$ cat src/rtl/em_baud_pkg.sv
package em_baud_pkg;
  typedef enum logic [1:0] {
    ADDR_DIV_LO = 2'd0,
    ADDR_CTRL   = 2'd1,
    ADDR_DIV_HI = 2'd2,
    ADDR_RSVD   = 2'd3
  } reg_addr_e;
endpackage

$ cat src/rtl/em_baud_regs.sv
module em_baud_regs #(
  parameter int unsigned DIV_W = 10
) (
  input  logic             clk_i,
  input  logic             rst_ni,
  input  logic             we_i,
  input  logic [1:0]       addr_i,
  input  logic [7:0]       wdata_i,
  output logic [7:0]       ctrl_o,
  output logic [DIV_W-1:0] stg_div_o
);
  import em_baud_pkg::*;
  localparam int unsigned HI_W = DIV_W - 8;

  logic [7:0] lo_q;
  logic [7:0] ctrl_q;

  always_ff @(posedge clk_i or negedge rst_ni) begin
    if (!rst_ni) begin
      lo_q   <= '0;
      ctrl_q <= '0;
    end else if (we_i) begin
      case (reg_addr_e'(addr_i))
        ADDR_DIV_LO: lo_q <= wdata_i;
        ADDR_CTRL:   ctrl_q <= wdata_i;
        ADDR_DIV_HI: ctrl_q[7 -: HI_W] <= wdata_i[7 -: HI_W];
        default:     ;
      endcase
    end
  end

  assign ctrl_o    = ctrl_q;
  assign stg_div_o = {ctrl_q[7 -: HI_W], lo_q};
endmodule

$ cat src/rtl/em_baud_core.sv
module em_baud_core #(
  parameter int unsigned MANT_W = 6,
  parameter int unsigned EXP_W  = 4
) (
  input  logic                      clk_i,
  input  logic                      rst_ni,
  input  logic [MANT_W+EXP_W-1:0]   stg_div_i,
  output logic [MANT_W+EXP_W-1:0]   act_div_o,
  output logic                      run_o,
  output logic                      term_o,
  output logic                      tick_o
);
  localparam int unsigned DIV_W = MANT_W + EXP_W;
  localparam int unsigned PRE_W = (1 << EXP_W) - 1;

  logic [DIV_W-1:0]  act_q;
  logic [PRE_W-1:0]  pre_q;
  logic [MANT_W-1:0] man_q;
  logic              tick_q;
  logic [EXP_W-1:0]  act_exp;
  logic [PRE_W-1:0]  pre_lim;
  logic              pre_wrap;

  assign act_exp  = act_q[DIV_W-1:MANT_W];
  assign pre_lim  = ~({PRE_W{1'b1}} << act_exp);
  assign run_o    = |act_q;
  assign pre_wrap = (pre_q == pre_lim);
  assign term_o   = run_o && pre_wrap && (man_q == '0);

  always_ff @(posedge clk_i or negedge rst_ni) begin
    if (!rst_ni) begin
      act_q  <= '0;
      pre_q  <= '0;
      man_q  <= '0;
      tick_q <= 1'b0;
    end else begin
      tick_q <= 1'b0;
      if (!run_o) begin
        // idle: pick up any nonzero staged value at once
        pre_q <= '0;
        if (|stg_div_i) begin
          act_q <= stg_div_i;
          man_q <= stg_div_i[MANT_W-1:0];
        end
      end else if (pre_wrap) begin
        pre_q <= '0;
        if (man_q == '0) begin
          tick_q <= 1'b1;
          act_q  <= stg_div_i;
          man_q  <= stg_div_i[MANT_W-1:0];
        end else begin
          man_q <= man_q - 1'b1;
        end
      end else begin
        pre_q <= pre_q + 1'b1;
      end
    end
  end

  assign act_div_o = act_q;
  assign tick_o    = tick_q;
endmodule

$ cat src/rtl/em_baud_ovs.sv
module em_baud_ovs #(
  parameter int unsigned OVS = 16
) (
  input  logic clk_i,
  input  logic rst_ni,
  input  logic run_i,
  input  logic term_i,
  output logic bit_o
);
  localparam int unsigned OVS_W = $clog2(OVS);

  logic [OVS_W-1:0] ovs_q;
  logic             bit_q;

  always_ff @(posedge clk_i or negedge rst_ni) begin
    if (!rst_ni) begin
      ovs_q <= '0;
      bit_q <= 1'b0;
    end else if (!run_i) begin
      ovs_q <= '0;
      bit_q <= 1'b0;
    end else if (term_i) begin
      bit_q <= (ovs_q == OVS_W'(OVS - 1));
      ovs_q <= (ovs_q == OVS_W'(OVS - 1)) ? '0 : ovs_q + 1'b1;
    end else begin
      bit_q <= 1'b0;
    end
  end

  assign bit_o = bit_q;
endmodule

$ cat src/rtl/em_baud_gen.sv
module em_baud_gen #(
  parameter int unsigned MANT_W = 6,
  parameter int unsigned EXP_W  = 4,
  parameter int unsigned OVS    = 16
) (
  input  logic                    clk_i,
  input  logic                    rst_ni,
  input  logic                    reg_we_i,
  input  logic [1:0]              reg_addr_i,
  input  logic [7:0]              reg_wdata_i,
  output logic                    tick_o,
  output logic                    bit_o,
  output logic [MANT_W+EXP_W-1:0] div_o,
  output logic [7:0]              ctrl_o
);
  localparam int unsigned DIV_W = MANT_W + EXP_W;

  logic [DIV_W-1:0] stg_div;
  logic             run;
  logic             term;

  em_baud_regs #(.DIV_W(DIV_W)) u_regs (
    .clk_i     (clk_i),
    .rst_ni    (rst_ni),
    .we_i      (reg_we_i),
    .addr_i    (reg_addr_i),
    .wdata_i   (reg_wdata_i),
    .ctrl_o    (ctrl_o),
    .stg_div_o (stg_div)
  );

  em_baud_core #(.MANT_W(MANT_W), .EXP_W(EXP_W)) u_core (
    .clk_i     (clk_i),
    .rst_ni    (rst_ni),
    .stg_div_i (stg_div),
    .act_div_o (div_o),
    .run_o     (run),
    .term_o    (term),
    .tick_o    (tick_o)
  );

  em_baud_ovs #(.OVS(OVS)) u_ovs (
    .clk_i  (clk_i),
    .rst_ni (rst_ni),
    .run_i  (run),
    .term_i (term),
    .bit_o  (bit_o)
  );
endmodule

$ cat config.mk
export PLATFORM = sky130hd
export DESIGN_NAME = em_baud_gen
export DESIGN_NICKNAME = d
export VERILOG_FILES = /design/src/rtl/em_baud_pkg.sv /design/src/rtl/em_baud_regs.sv /design/src/rtl/em_baud_core.sv /design/src/rtl/em_baud_ovs.sv /design/src/rtl/em_baud_gen.sv
export SDC_FILE = /design/constraint.sdc
export NUM_CORES = 1
export LEC_CHECK = 0
export BUFFER_PORTS_ARGS = -buffer_cell sky130_fd_sc_hd__buf_4
export CAP_MARGIN = 25
export CORE_MARGIN = 2
export CORE_UTILIZATION = 44
export DETAILED_ROUTE_END_ITERATION = 10
export GPL_TIMING_DRIVEN = 0
export SYNTH_ARGS = -nofsm -noshare
export SYNTH_HDL_FRONTEND = slang
export SYNTH_SLANG_ARGS = --single-unit
$ cat constraint.sdc
create_clock -name clk_i -period 5.3 [get_ports clk_i]
set_clock_uncertainty 0.15 [all_clocks]
set_input_delay 1.325 -clock clk_i [delete_from_list [all_inputs] [get_ports clk_i]]
set_output_delay 1.325 -clock clk_i [all_outputs]
set_load 0.005 [all_outputs]
==> impl_metrics.py, run 1 <==
metrics = {
    "clock_network": {
        "cts_buffers": 5,
        "clockRootBuffer": "clkbuf_8",
        "ctsResizeCount": 0,
        "ctsLongestPathBuffers": 2,
        "ctsHoldBuffers": 0,
        "cts_sinks": 53,
        "insertion_delay_ns": 0.32,
        "cts_tree": "done",
        "cts_setup_buffers": 0,
        "clkTransAtPathRegs_ns": 0.11,
        "cts.htree.levels": 2,
    },
    "sta": {
        "max_slew_margin_pct": 46.5,
        "post-route-period-util_pct": 54.0,
        "tns_ns": 0,
        "max_freq_mhz": 349,
        "hold_viol_final": 0,
        "setup_viol": 0,
        "rsz0062_at_grt": "no",
        "min_period_ns": 2.86,
        "slew_violations": 0,
        "tightest_slew_ns": 0.798,
    },
    "detailed_routing": {
        "drtPass1Iterations": 4,
        "drt_iter0_markers": 100,
        "viasPerCell": 5.77,
        "routed_wl_mm": 6.41,
        "ant_nets": 0,
        "vias": 2355,
        "drc": 0,
        "post_drt_wl_per_cell_um": 15.7,
    },
    "yosys": {
        "syn_nets": 310,
        "synth.avg_cell_area_um2": 10.2,
        "ys.flop_type": "dfrtp_1",
        "yosysUniqueCellTypes": 54,
        "synth.ff_latch_count": 53,
        "synthCells": 291,
        "yosysSeqAreaShare_pct": 44.6,
        "async_flop_share_pct": 100,
        "netlist_area_mm2": 0.00297,
        "synth_edf_count": 0,
        "yosys_warnings": 0,
    },
    "floorplanning": {
        "core_mm2": 0.00646,
        "rows": 29,
        "io_pins": 33,
        "start_util_pct": 46.0,
        "die_h_um": 86.2,
        "dieWidth_um": 86.2,
        "die-area_mm2": 0.00743,
    },
    "layout": {
        "fillers": 638,
        "drive_gt1_share_pct": 26.3,
        "area_delta_synth_final_pct": 14.6,
        "mostFrequentLayoutCell": "dfrtp_1",
        "diodes": 0,
        "fin_area_mm2": 0.00341,
        "final_cell_mix": "dfrtp_1 (53), buf_4 (36), nor2_1 (28)",
        "final_nets": 349,
        "fin_util_pct": 52.8,
    },
    "global_route": {
        "grt_first_pass_wirelength_mm": 10.7,
        "grt_pass1_vias": 2154,
        "grtUsageTotal_pct": 18.0,
        "overflow": 0,
        "antenna_found_initial": 0,
        "grt_max_degree": 54,
    },
    "pwr": {
        "ir_drop_mv": 0.218,
        "p_leak_nw": 1.53,
        "power_density_mw_per_mm2": 458,
    },
    "setup_path": {
        "crit_fanout": 10,
        "crit_type": "register to register",
        "cp.arrival_ns": 2.92,
        "setup.worst_path.start_class": "register",
        "required_ns": 5.36,
        "endpoint_kind": "register",
    },
    "placed_design": {
        "place_area_mm2": 0.00331,
        "port_buffers": 32,
        "dp_hpwl_mm": 4.62,
        "routabilityCongestion": 0.868,
    },
    "min_path": {
        "hold_path.class": "register to register",
    },
    "run": {
        "max_cap_viol_count": 0,
    },
    "status": {
        "status": "complete, no violations",
    },
}
[worst paths after layout]
kind	from	to	slack (ns)	depth (start not counted)
min reg2reg	u_regs.ctrl_o[1]$_DFFE_PN0P_	u_regs.ctrl_o[1]$_DFFE_PN0P_	0.37	1
min	u_regs.ctrl_o[1]$_DFFE_PN0P_	u_regs.ctrl_o[1]$_DFFE_PN0P_	0.37	1
min in group asynchronous	rst_ni	u_core.pre_q[11]$_DFF_PN0_	0.88	1
max	u_core.act_div_o[6]$_DFFE_PN0P_	u_core.man_q[1]$_DFFE_PN0P_	2.44	6
max reg2reg	u_core.act_div_o[6]$_DFFE_PN0P_	u_core.man_q[1]$_DFFE_PN0P_	2.44	6
max in group asynchronous	rst_ni	u_core.pre_q[10]$_DFF_PN0_	3.67	1
[power by group]
part | switching, W | internal, W
clock network | 0.000153 | 0.000100
registers | 0.000132 | 0.000511
logic | 0.000341 | 0.000325
[worst max-delay path, stage by stage (launching register included)]
cell and delay (ns):
dfrtp_1 0.44, buf_6 0.17, nor4_4 0.38, nand3_2 0.28, a31oi_1 0.68, a31o_2 0.31
mux2_1 0.34
[flip-flops by register name, summed over array words and instances (netlist names)]
name and count:
u_core.act_div_o 10, u_core.man_q 6, u_core.pre_q 15, u_core.tick_o 1, u_ovs.bit_o 1, u_ovs.ovs_q 4, u_regs.ctrl_o 8, u_regs.lo_q 8
[layer usage]
layer / global-route usage, % / wire [µm]
met5: 0 / 0
met4: 4.83 / 67
met3: 3.05 / 304
met2: 27.4 / 2870
met1: 26.6 / 3170
[kinds of logic after synthesis]
group / synth area share, %
muxes: 10.5
adders and majority gates: 2.53
AOI/OAI and AO/OA: 13.7
xor gates and xnor gates: 4.71
and+or+nand+nor: 19.3
buffers and inverters: 4.67
DFF: 44.6
[stage by stage]
| step | worst slack [ns] | power [W] | instances | hold WS [ns] |
|---|---|---|---|---|
| finish | 2.44 | 0.00156 | 408 | 0.369 |
| global route | 2.26 | 0.00167 | 408 | 0.376 |
| CTS | 2.45 | 0.00157 | 408 | 0.371 |
| detailed placement | 2.47 | 0.00132 | 400 | 0.344 |
| global placement | 2.48 | 0.00130 | 400 | 0.340 |
| floorplan | 2.87 | 0.00109 | 291 | 0.324 |
[area by class of cell]
type,instances,area [µm²],area share (%)
Timing Repair Buffer,32,240,7.05
Buffer,16,97.6,2.86
Multi-Input combinational cell,211,1510,44.3
Tap cell,77,96.3,2.83
Clock buffer,5,68.8,2.02
Clock inverter,3,28.8,0.845
Sequential cell,53,1330,38.9
Inverter,11,41.3,1.21
[cell usage after synthesis (all sizes together) (4+ instances only)]
cell type | instances | area share, %
dfrtp | 53 | 45
nor2 | 28 | 3.5
mux2 | 26 | 9.8
nand2 | 18 | 2.3
nand3 | 15 | 2.7
a21oi | 14 | 2.4
buf | 12 | 2.8
inv | 11 | 1.4
o21ai | 10 | 2.1
xnor2 | 10 | 2.9
nor3 | 8 | 1.3
nand4 | 7 | 1.5
nor4 | 7 | 2.5
and3 | 6 | 1.3
ha | 6 | 2.5
xor2 | 6 | 1.8
a311oi | 5 | 1.5
a31oi | 5 | 1.1
a21o | 4 | 1.0
clkbuf | 4 | 0.50
(Power assumes the default switching activity.)
==> inputs of run 2 (changes only) <==
- PLACE_DENSITY: default -> 0.65
- clock period: 5.3 -> 2.4 ns (I/O delays scaled with it)
==> run 2 against run 1 <==
Effect of this change: the flow now finishes with violations (setup timing); largest power group unchanged; first-iteration DRC count is 39% higher; utilization up 7.9 points; clock power increased by 120%; power grew to 2.7 times the previous value; clock-buffer cell count is the same; hold slack lost 0.22 ns; critical endpoint is now u_core.pre_q[6]$_DFF_PN0_; final area increased by 15%.
==> impl_metrics.py, run 2 (same netlist as run 1, synthesis figures left out) <==
metrics = {
    "setup_path": {
        "crit_type": "register to register",
        "required_ns": 2.47,
        "setup.worst_path.start_class": "register",
        "r2r_end": "u_core.pre_q[6]$_DFF_PN0_",
        "worstReg2RegStart": "u_core.act_div_o[8]$_DFFE_PN0P_",
        "endpoint_kind": "register",
        "reg2reg_depth": 8,
        "crit_fanout": 7,
        "cp.arrival_ns": 2.53,
        "r2r_slack_ns": -0.05,
    },
    "floorplanning": {
        "rows": 29,
        "core_mm2": 0.00646,
        "die-area_mm2": 0.00743,
        "start_util_pct": 46.0,
        "die_h_um": 86.2,
        "dieWidth_um": 86.2,
        "io_pins": 33,
    },
    "detailed_routing": {
        "vias": 2529,
        "post_drt_wl_per_cell_um": 16.8,
        "drc": 0,
        "drtPass1Iterations": 4,
        "viasPerCell": 5.77,
        "ant_nets": 0,
        "drt_iter0_markers": 139,
        "routed_wl_mm": 7.36,
    },
    "global_route": {
        "use_met2_pct": 30.0,
        "grt_max_degree": 54,
        "grt_pass1_vias": 2250,
        "antenna_found_initial": 0,
        "grtUsageTotal_pct": 18.9,
        "top_usage_layer": "met2",
        "grtUsageMet3_pct": 3.24,
        "overflow": 0,
        "use_met1_pct": 27.7,
        "grt_first_pass_wirelength_mm": 11.2,
    },
    "pwr": {
        "ir_drop_mv": 0.640,
        "swShare_pct": 39.8,
        "p_int_w": 0.00251,
        "pwr-share-seq_pct": 34.6,
        "p_switching_w": 0.00166,
        "power_w": 0.00417,
        "p_leak_nw": 1.72,
        "p_clk_share_pct": 13.6,
        "p_comb_share_pct": 51.8,
        "power_density_mw_per_mm2": 1060,
    },
    "layout": {
        "top_register": "u_core.pre_q",
        "mostFrequentLayoutCell": "buf_4",
        "area_delta_synth_final_pct": 31.7,
        "final_cell_mix": "buf_4 (57), dfrtp_1 (50), mux2_2 (25)",
        "drive_gt1_share_pct": 42.1,
        "diodes": 0,
        "final_nets": 379,
        "largest_reg_flops": 15,
        "fin_util_pct": 60.6,
    },
    "sta": {
        "min_period_ns": 2.45,
        "max_slew_margin_pct": 55.7,
        "setup_slack_ns": -0.0540,
        "post-route-period-util_pct": 102,
        "tightest_slew_ns": 0.665,
        "max_freq_mhz": 407,
        "setup_viol": 22,
        "slew_violations": 0,
        "tns_ns": -0.978,
        "hold_viol_final": 0,
        "rsz0062_at_grt": "yes",
    },
    "status": {
        "status": "finished with violations",
        "violations": "setup timing",
    },
    "clock_network": {
        "ctsLongestPathBuffers": 2,
        "cts.htree.levels": 2,
        "cts_sinks": 53,
        "clkTransAtPathRegs_ns": 0.11,
        "cts_tree": "done",
        "clockRootBuffer": "clkbuf_8",
        "insertion_delay_ns": 0.32,
        "cts_buffers": 5,
        "ctsHoldBuffers": 0,
    },
    "placed_design": {
        "routabilityCongestion": 0.781,
        "port_buffers": 32,
        "pre_cts_slack_ns": -0.357,
        "dp_hpwl_mm": 4.51,
    },
    "run": {
        "max_cap_viol_count": 0,
    },
    "min_path": {
        "hold_path.class": "primary input to asynchronous set/reset pin",
    },
}
## run 2: cell count changes in the layout (fill, tap and decap cells not counted), moves of 4 or more
cell / previous run / this run
a311oi_1: 5 / 1
a311oi_2: 0 / 4
a31oi_1: 5 / 1
buf_2: 6 / 0
buf_4: 36 / 57
buf_6: 2 / 14
nor2_1: 28 / 19
nor2_2: 0 / 9
## run 2: area by class of cell
class | instances | area (µm²)
buffer | 14 | 129
fill | 532 | 2540
multi-input combinational | 212 | 1690
inverter | 11 | 41.3
clock inverter | 3 | 28.8
sequential | 53 | 1330
tap | 77 | 96.3
clock buffer | 5 | 68.8
timing repair buffer | 63 | 529
## run 2: worst max-delay path by stage
stage                                    startpoint                     endpoint  slack [ns]  cells past startpoint
global placement    u_core.act_div_o[6]$_DFFE_PN0P_  u_core.man_q[1]$_DFFE_PN0P_       -0.35                      6
finish              u_core.act_div_o[8]$_DFFE_PN0P_    u_core.pre_q[6]$_DFF_PN0_       -0.05                      8
detailed placement  u_core.act_div_o[6]$_DFFE_PN0P_  u_core.man_q[1]$_DFFE_PN0P_       -0.36                      6
CTS                 u_core.act_div_o[8]$_DFFE_PN0P_    u_core.pre_q[0]$_DFF_PN0_       -0.06                      8
floorplan           u_core.act_div_o[6]$_DFFE_PN0P_  u_core.man_q[1]$_DFFE_PN0P_       0.005                      6
global route        u_core.act_div_o[6]$_DFFE_PN0P_    u_core.pre_q[0]$_DFF_PN0_       -0.14                      9
## run 2: layer usage
metal / up-vias / wire [µm]
met1: 1249 / 3350
met4: 0 / 114
met2: 73 / 3570
li1: 1196 / -
met5: - / 0
met3: 11 / 330
## run 2: through the flow
stage	cell area [µm²]	instances	hold slack (ns)
floorplan	2990	291	0.154
finish	3920	438	0.145
CTS	3660	423	0.186
detailed placement	3320	400	0.348
global route	3920	438	0.202
global placement	3320	400	0.341
## run 2: worst max-delay path, cell delays in order (launching register included)
cell	delay, ns
dfrtp_1	0.41
buf_6	0.15
nor4_4	0.25
nor3b_2	0.23
a31oi_2	0.08
or4_4	0.60
o21ai_4	0.26
buf_6	0.18
nor2_2	0.04
## run 2: what timing repair did
item	CTS	global route
buffers inserted	14	15
pin swaps	16	14
setup endpoints to repair	37	37
gates resized for setup	28	35
gates cloned	2	1
## run 2: power by group through the flow
stage | combinational (W) | sequential (W) | clock [W]
2_1_floorplan | 0.00108 | 0.00136 | 0
3_3_place_gp | 0.00146 | 0.00143 | 0
3_5_place_dp | 0.00148 | 0.00143 | 0
4_1_cts | 0.00180 | 0.00142 | 0.000574
5_1_grt | 0.00234 | 0.00149 | 0.000607
6_report | 0.00216 | 0.00144 | 0.000566
